[config.mk]
export PLATFORM = sky130hd
export DESIGN_NAME = rfi_exec_unit
export DESIGN_NICKNAME = d
export VERILOG_FILES = /design/src/rtl/rfi_pkg.sv /design/src/rtl/rfi_decode.sv /design/src/rtl/rfi_msr_merge.sv /design/src/rtl/rfi_exc_arbiter.sv /design/src/rtl/rfi_exec_unit.sv
export SDC_FILE = /design/constraint.sdc
export NUM_CORES = 1
export LEC_CHECK = 0
export BUFFER_PORTS_ARGS = -buffer_cell sky130_fd_sc_hd__buf_2
export CAP_MARGIN = 10
export CORE_ASPECT_RATIO = 1.2
export CORE_MARGIN = 1
export CORE_UTILIZATION = 49
export CTS_BUF_LIST = sky130_fd_sc_hd__clkbuf_8
export CTS_CLUSTER_DIAMETER = 120
export DETAILED_ROUTE_END_ITERATION = 7
export PLACE_DENSITY = 0.88
export SETUP_SLACK_MARGIN = 0.2
export SYNTH_ARGS = -nofsm -noshare
export SYNTH_HDL_FRONTEND = slang
export SYNTH_SLANG_ARGS = --single-unit
export TNS_END_PERCENT = 20
[constraint.sdc]
create_clock -name clk -period 3.9 [get_ports clk]
set_input_delay 0.39 -clock clk [delete_from_list [all_inputs] [get_ports clk]]
set_output_delay 0.39 -clock clk [all_outputs]
set_load 0.005 [all_outputs]
[src/rtl/rfi_pkg.sv]
// Package: shared constants for the return-from-interrupt unit.
// Assumes LSB-first bit numbering throughout (bit 0 = least significant).
package rfi_pkg;
    localparam int          XLEN             = 32;
    localparam logic [5:0]  RFI_PRIMARY      = 6'd19;
    localparam logic [9:0]  RFI_EXTENDED     = 10'd50;
    localparam logic [31:0] MSR_RESTORE_MASK = 32'h0000_FF73;
    localparam int          EE_POS           = 15;
    localparam int          PR_POS           = 14;

    // Decoded fields of one instruction word
    typedef struct packed {
        logic [5:0]  primary;
        logic [14:0] reserved_mid;
        logic [9:0]  extended;
        logic        reserved_lsb;
    } instr_fields_t;
endpackage

[src/rtl/rfi_decode.sv]
// Module: rfi_decode
// Recognises the return-from-interrupt encoding. All reserved fields must be zero.
// Purely combinational; assumes the word is stable while valid is high.
module rfi_decode
    import rfi_pkg::*;
(
    input  logic [XLEN-1:0] instr,
    output logic            is_rfi
);
    instr_fields_t f;

    // Split the word into its named fields
    always_comb f = instr_fields_t'(instr);

    // Match each field against the required encoding
    always_comb begin
        is_rfi = (f.primary == RFI_PRIMARY)
              && (f.reserved_mid == '0)
              && (f.extended == RFI_EXTENDED)
              && (f.reserved_lsb == 1'b0);
    end
endmodule

[src/rtl/rfi_msr_merge.sv]
// Module: rfi_msr_merge
// Builds the restored machine state. Each bit selected by MASK comes from the
// saved state; every other bit is kept from the current MSR.
// Combinational; MASK is fixed at elaboration.
module rfi_msr_merge #(
    parameter int          W    = 32,
    parameter logic [31:0] MASK = 32'h0000_FF73
) (
    input  logic [W-1:0] cur_msr,
    input  logic [W-1:0] saved_msr,
    output logic [W-1:0] new_msr
);
    // One selector per bit, chosen at elaboration by the mask
    for (genvar b = 0; b < W; b++) begin : g_bit
        if (MASK[b]) begin : g_restore
            assign new_msr[b] = saved_msr[b];
        end else begin : g_keep
            assign new_msr[b] = cur_msr[b];
        end
    end
endmodule

[src/rtl/rfi_exc_arbiter.sv]
// Module: rfi_exc_arbiter
// Gates pending exceptions with the enable bit of the new MSR and picks the one
// with the lowest index. The top N_NMI lines ignore the enable bit.
// Combinational; assumes N_NMI <= N_EXC.
module rfi_exc_arbiter #(
    parameter int N_EXC = 4,
    parameter int N_NMI = 1,
    localparam int IDX_W = (N_EXC > 1) ? $clog2(N_EXC) : 1
) (
    input  logic [N_EXC-1:0] pend,
    input  logic             ext_enable,
    output logic             any,
    output logic [IDX_W-1:0] idx
);
    logic [N_EXC-1:0] eligible;

    // Per-line gating: maskable lines need the enable, the top lines do not
    for (genvar i = 0; i < N_EXC; i++) begin : g_gate
        if (i >= N_EXC - N_NMI) begin : g_nmi
            assign eligible[i] = pend[i];
        end else begin : g_mask
            assign eligible[i] = pend[i] & ext_enable;
        end
    end

    // Fixed priority: scan from the top down so the lowest index wins
    always_comb begin
        any = |eligible;
        idx = '0;
        for (int i = N_EXC - 1; i >= 0; i--) begin
            if (eligible[i]) idx = IDX_W'(i);
        end
    end
endmodule

[src/rtl/rfi_exec_unit.sv]
// Module: rfi_exec_unit (top)
// Executes one return-from-interrupt request per cycle. It restores the MSR,
// resolves the next fetch address (resume or exception vector) and flags user-mode
// attempts. All outputs are registered (latency one). Reset is synchronous, active low.
// Assumes inputs are stable around the rising edge while req_valid is high.
module rfi_exec_unit
    import rfi_pkg::*;
#(
    parameter int          N_EXC      = 4,
    parameter int          N_NMI      = 1,
    parameter logic [31:0] VEC_BASE   = 32'h0000_0500,
    parameter logic [31:0] VEC_STRIDE = 32'h0000_0100,
    localparam int IDX_W = (N_EXC > 1) ? $clog2(N_EXC) : 1
) (
    input  logic             clk,
    input  logic             rst_n,
    input  logic             req_valid,
    input  logic [31:0]      instr,
    input  logic [31:0]      msr_in,
    input  logic [31:0]      srr0_in,
    input  logic [31:0]      srr1_in,
    input  logic [N_EXC-1:0] pend_in,
    output logic             out_valid,
    output logic [31:0]      msr_out,
    output logic [31:0]      next_pc,
    output logic             exc_taken,
    output logic [IDX_W-1:0] exc_idx,
    output logic [31:0]      srr0_save,
    output logic             priv_fault,
    output logic             sync_pulse
);
    logic             is_rfi;
    logic             fire;
    logic             user_mode;
    logic             go;
    logic [31:0]      merged_msr;
    logic             exc_any;
    logic [IDX_W-1:0] exc_sel;
    logic [31:0]      resume_pc;
    logic [31:0]      vector_pc;

    rfi_decode u_decode (
        .instr  (instr),
        .is_rfi (is_rfi)
    );

    rfi_msr_merge #(.W(XLEN), .MASK(MSR_RESTORE_MASK)) u_merge (
        .cur_msr   (msr_in),
        .saved_msr (srr1_in),
        .new_msr   (merged_msr)
    );

    rfi_exc_arbiter #(.N_EXC(N_EXC), .N_NMI(N_NMI)) u_arb (
        .pend       (pend_in),
        .ext_enable (merged_msr[EE_POS]),
        .any        (exc_any),
        .idx        (exc_sel)
    );

    // Qualify the request: recognised word, then the privilege level
    always_comb begin
        fire      = req_valid & is_rfi;
        user_mode = msr_in[PR_POS];
        go        = fire & ~user_mode;
    end

    // Candidate fetch addresses: aligned resume point and the exception vector
    always_comb begin
        resume_pc = {srr0_in[31:2], 2'b00};
        vector_pc = VEC_BASE + ({{(32-IDX_W){1'b0}}, exc_sel} * VEC_STRIDE);
    end

    // Result registers: flags every cycle, state only on a recognised request
    always_ff @(posedge clk) begin
        if (!rst_n) begin
            out_valid  <= 1'b0;
            msr_out    <= '0;
            next_pc    <= '0;
            exc_taken  <= 1'b0;
            exc_idx    <= '0;
            srr0_save  <= '0;
            priv_fault <= 1'b0;
            sync_pulse <= 1'b0;
        end else begin
            out_valid  <= fire;
            priv_fault <= fire & user_mode;
            sync_pulse <= go;
            exc_taken  <= go & exc_any;
            exc_idx    <= (go & exc_any) ? exc_sel : '0;
            srr0_save  <= (go & exc_any) ? resume_pc : '0;
            if (fire) begin
                msr_out <= user_mode ? msr_in : merged_msr;
            end
            if (go) begin
                next_pc <= exc_any ? vector_pc : resume_pc;
            end
        end
    end
endmodule

==> results.toml <==
[grt]
top_usage_layer = "met2"
antenna_found_initial = 1
grt_pass1_wl_mm = 15.27
grt_use_met1 = 0.2489
gr-total-overflow = 0
grt_util_met2 = 0.4000
globalRouteMet3Util = 0.04927
grt_max_degree = 102
grtUsageTotal = 0.2224
grt_pass1_vias = 3300

[layout]
nFillCells = 670
nets = 736
layout-drive-gt1-share = 0.4678
final_common_cell = "buf_2"
utilization = 0.6534
design_area_sq_um = 5298
syn_to_final_growth_pct = 29.01
mostFrequentLayoutCells = "buf_2, nand2_1, dfxtp_1"
diodes = 0

[detailed_routing]
ant_nets = 0
vias = 3508
first_iter_violations = 103
drc = 0
post_drt_wl_per_cell_um = 13.97
drt_pass1_iterations = 4
vias_per_cell = 5.011
routed_wl_mm = 9.781

[setup_path]
cp_cell_sequence = "buf_2 -> nor4_1 -> nand4_1 -> or4b_2 -> nor3b_1"
critical-path-max-stage-delay_ns = 1.22
worst-r2r-cell-count = 2
cp_max_fo = 34
crit_path_end_kind = "register"
start_kind = "primary input"
crit_slowest_cell = "or4b_2"
timing.rr.start = "msr_out[2]"
crit_start = "instr[28]"
critPathTopFamily = "simple AND/OR/NAND/NOR gates"
critical_path_depth = 5
critical_path_class = "in2reg"
endpoint = "srr0_save[2]"
rrSetupSlack_ns = 3.25
cp.buffers_inverters = 1
reg2reg_to = "msr_out[2]"
crit_required_ns = 4.16
worstPathArrival_ns = 2.66

[power]
switchingPower_mw = 0.4304
clkPwrFrac = 0.340
ir_drop_v = 0.0002178
p_seq_frac = 0.575
intPower_mw = 1.307
p_sw_frac = 0.2477
power_mw = 1.738
p_leak_nw = 2.415
power-per-cell-area_nw_per_um2 = 328.0
p_comb_frac = 0.085

[floorplan]
die-width_um = 85.57
initial_core_util = 0.5065
die_h_um = 102.3
coreArea_sq_um = 8108
ioPinCount = 237
std_cell_rows = 36
die-area_sq_um = 8752

[timing]
layout_min_cycle_time_ns = 2.398
rsz0062_at_grt = "false"
setup_viol = 0
fmax_ghz = 0.4171
timing.final.ws_setup_ns = 1.502
maxSlewHeadroom = 0.2606
tns_ns = 0
finClkSkew_ns = 0
timing.final.crit_share = 0.6148
drv_slew = 0
tightest_slew_ns = 1.109
hold_violations = 0

[yosys]
synth_cell_types = 42
avgSynthCellArea_sq_um = 10.14
synth-seq-cells = 98
yosys_warnings = 0
syn_inst = 405
yosysSeqAreaShare = 0.4778
syn_area_sq_um = 4106

[placement]
place_ws_ns = 1.074
placed_cell_area_sq_um = 5120
globalplace.congestion = 0.8037
dp_hpwl_mm = 7.214
port-buffer-count = 211

[clock_tree]
ctsHoldBuffers = 0
cts_buffers = 9
postCtsSetupBuffers = 0
path_clk_slew_ns = 0.10
ctsLongestPathBuffers = 2
numClockSinks = 98
cts_tree = "done"
root_buffer = "clkbuf_8"
post_cts_resized = 0
clock_latency_ns = 0.35
htreeDepth = 3

[job]
maxCapViolations = 0

[outcome]
status = "complete, no violations"

[hold_path]
hold_path.class = "in2reg"
==> final cells by class <==
| class | count | area (sq um) | area share |
|---|---|---|---|
| clock buffer | 9 | 123.9 | 0.02338 |
| clock inverter | 7 | 53.80 | 0.01016 |
| inverter | 3 | 11.26 | 0.002126 |
| multi-input combinational | 274 | 1949 | 0.3680 |
| sequential | 98 | 1962 | 0.3703 |
| tap | 95 | 118.9 | 0.02244 |
| timing repair buffer | 214 | 1079 | 0.2036 |
==> metal layers <==
layer | vias up | routed length [um]
met5 | - | 12
met4 | 2 | 191
met3 | 21 | 590
met2 | 141 | 4960
met1 | 1612 | 4025
li1 | 1732 | -
==> flip-flops by register name (all words and copies together) (netlist names) <==
| signal | flops |
|---|---|
| msr_out | 32 |
| next_pc | 30 |
| srr0_save | 30 |
| exc_idx | 2 |
| exc_taken | 1 |
| out_valid | 1 |
| priv_fault | 1 |
| sync_pulse | 1 |
==> worst min-delay path by stage <==
stage | from | to | slack, ns | cells past startpoint
detailed placement | msr_out[9] | msr_out[9] | 0.45 | 2
global route | msr_in[17] | msr_out[17] | 0.25 | 3
global placement | msr_out[4] | msr_out[4] | 0.44 | 2
floorplan | msr_out[0] | msr_out[0] | 0.45 | 2
finish | msr_in[22] | msr_out[22] | 0.26 | 3
CTS | msr_in[22] | msr_out[22] | 0.25 | 3
==> tightest hold or removal path, stage by stage <==
cell     delay, ns
buf_2         0.09
nand2_1       0.04
mux2i_1       0.05
==> metrics by stage <==
| step | cells | hold WS [ns] |
|---|---|---|
| 5_1_grt | 700 | 0.2531 |
| 3_3_place_gp | 684 | 0.4394 |
| 2_1_floorplan | 408 | 0.4511 |
| 3_5_place_dp | 684 | 0.4451 |
| 6_report | 700 | 0.2628 |
| 4_1_cts | 700 | 0.2499 |
==> synthesized netlist by cell type (all sizes together) <==
cell type  number  area, sq um
nand2         121        454.2
dfxtp          98         1962
mux2i          62        620.6
nor3b          30        355.3
clkbuf         17        63.81
buf            16        151.4
mux2           12        135.1
nor2            5        18.77
nor3            5        40.04
o21ai           5        25.02
and3            3        18.77
inv             3        11.26
nor4            3        25.02
nor4b           3        53.80
nand3           2        10.01
nand4           2        12.51
a21bo           1        10.01
a21boi          1        7.510
a21o            1        7.510
a21oi           1        5.000
and2            1        6.260
and2b           1        8.760
and4bb          1        12.51
conb            1        3.750
ha              1        12.51
nand3b          1        7.510
nor4bb          1        10.01
o21a            1        7.510
o31a            1        8.760
o31ai           1        7.510
or3             1        6.260
or3b            1        8.760
or4             1        8.760
or4b            1        10.01
==> power by group through the flow <==
stage	combinational (mW)	clock (mW)	sequential (mW)
3_3_place_gp	0.143	0	1.02
3_5_place_dp	0.148	0	1.02
6_report	0.148	0.590	1.00
2_1_floorplan	0.0757	0	1.02
4_1_cts	0.148	0.602	1.00
5_1_grt	0.163	0.649	1.00
==> cell families (layout without fill, tap and decap cells) <==
family,after synthesis,count (layout),synth area share
and+or+nand+nor,183,183,0.2599
DFF,98,98,0.4778
muxes,74,74,0.1840
buffers and inverters,36,233,0.05515
AOI/OAI and AO/OA,12,12,0.01920
adders and majority gates,1,1,0.003046
other,1,4,0.0009132
(Power assumes the default switching activity.)
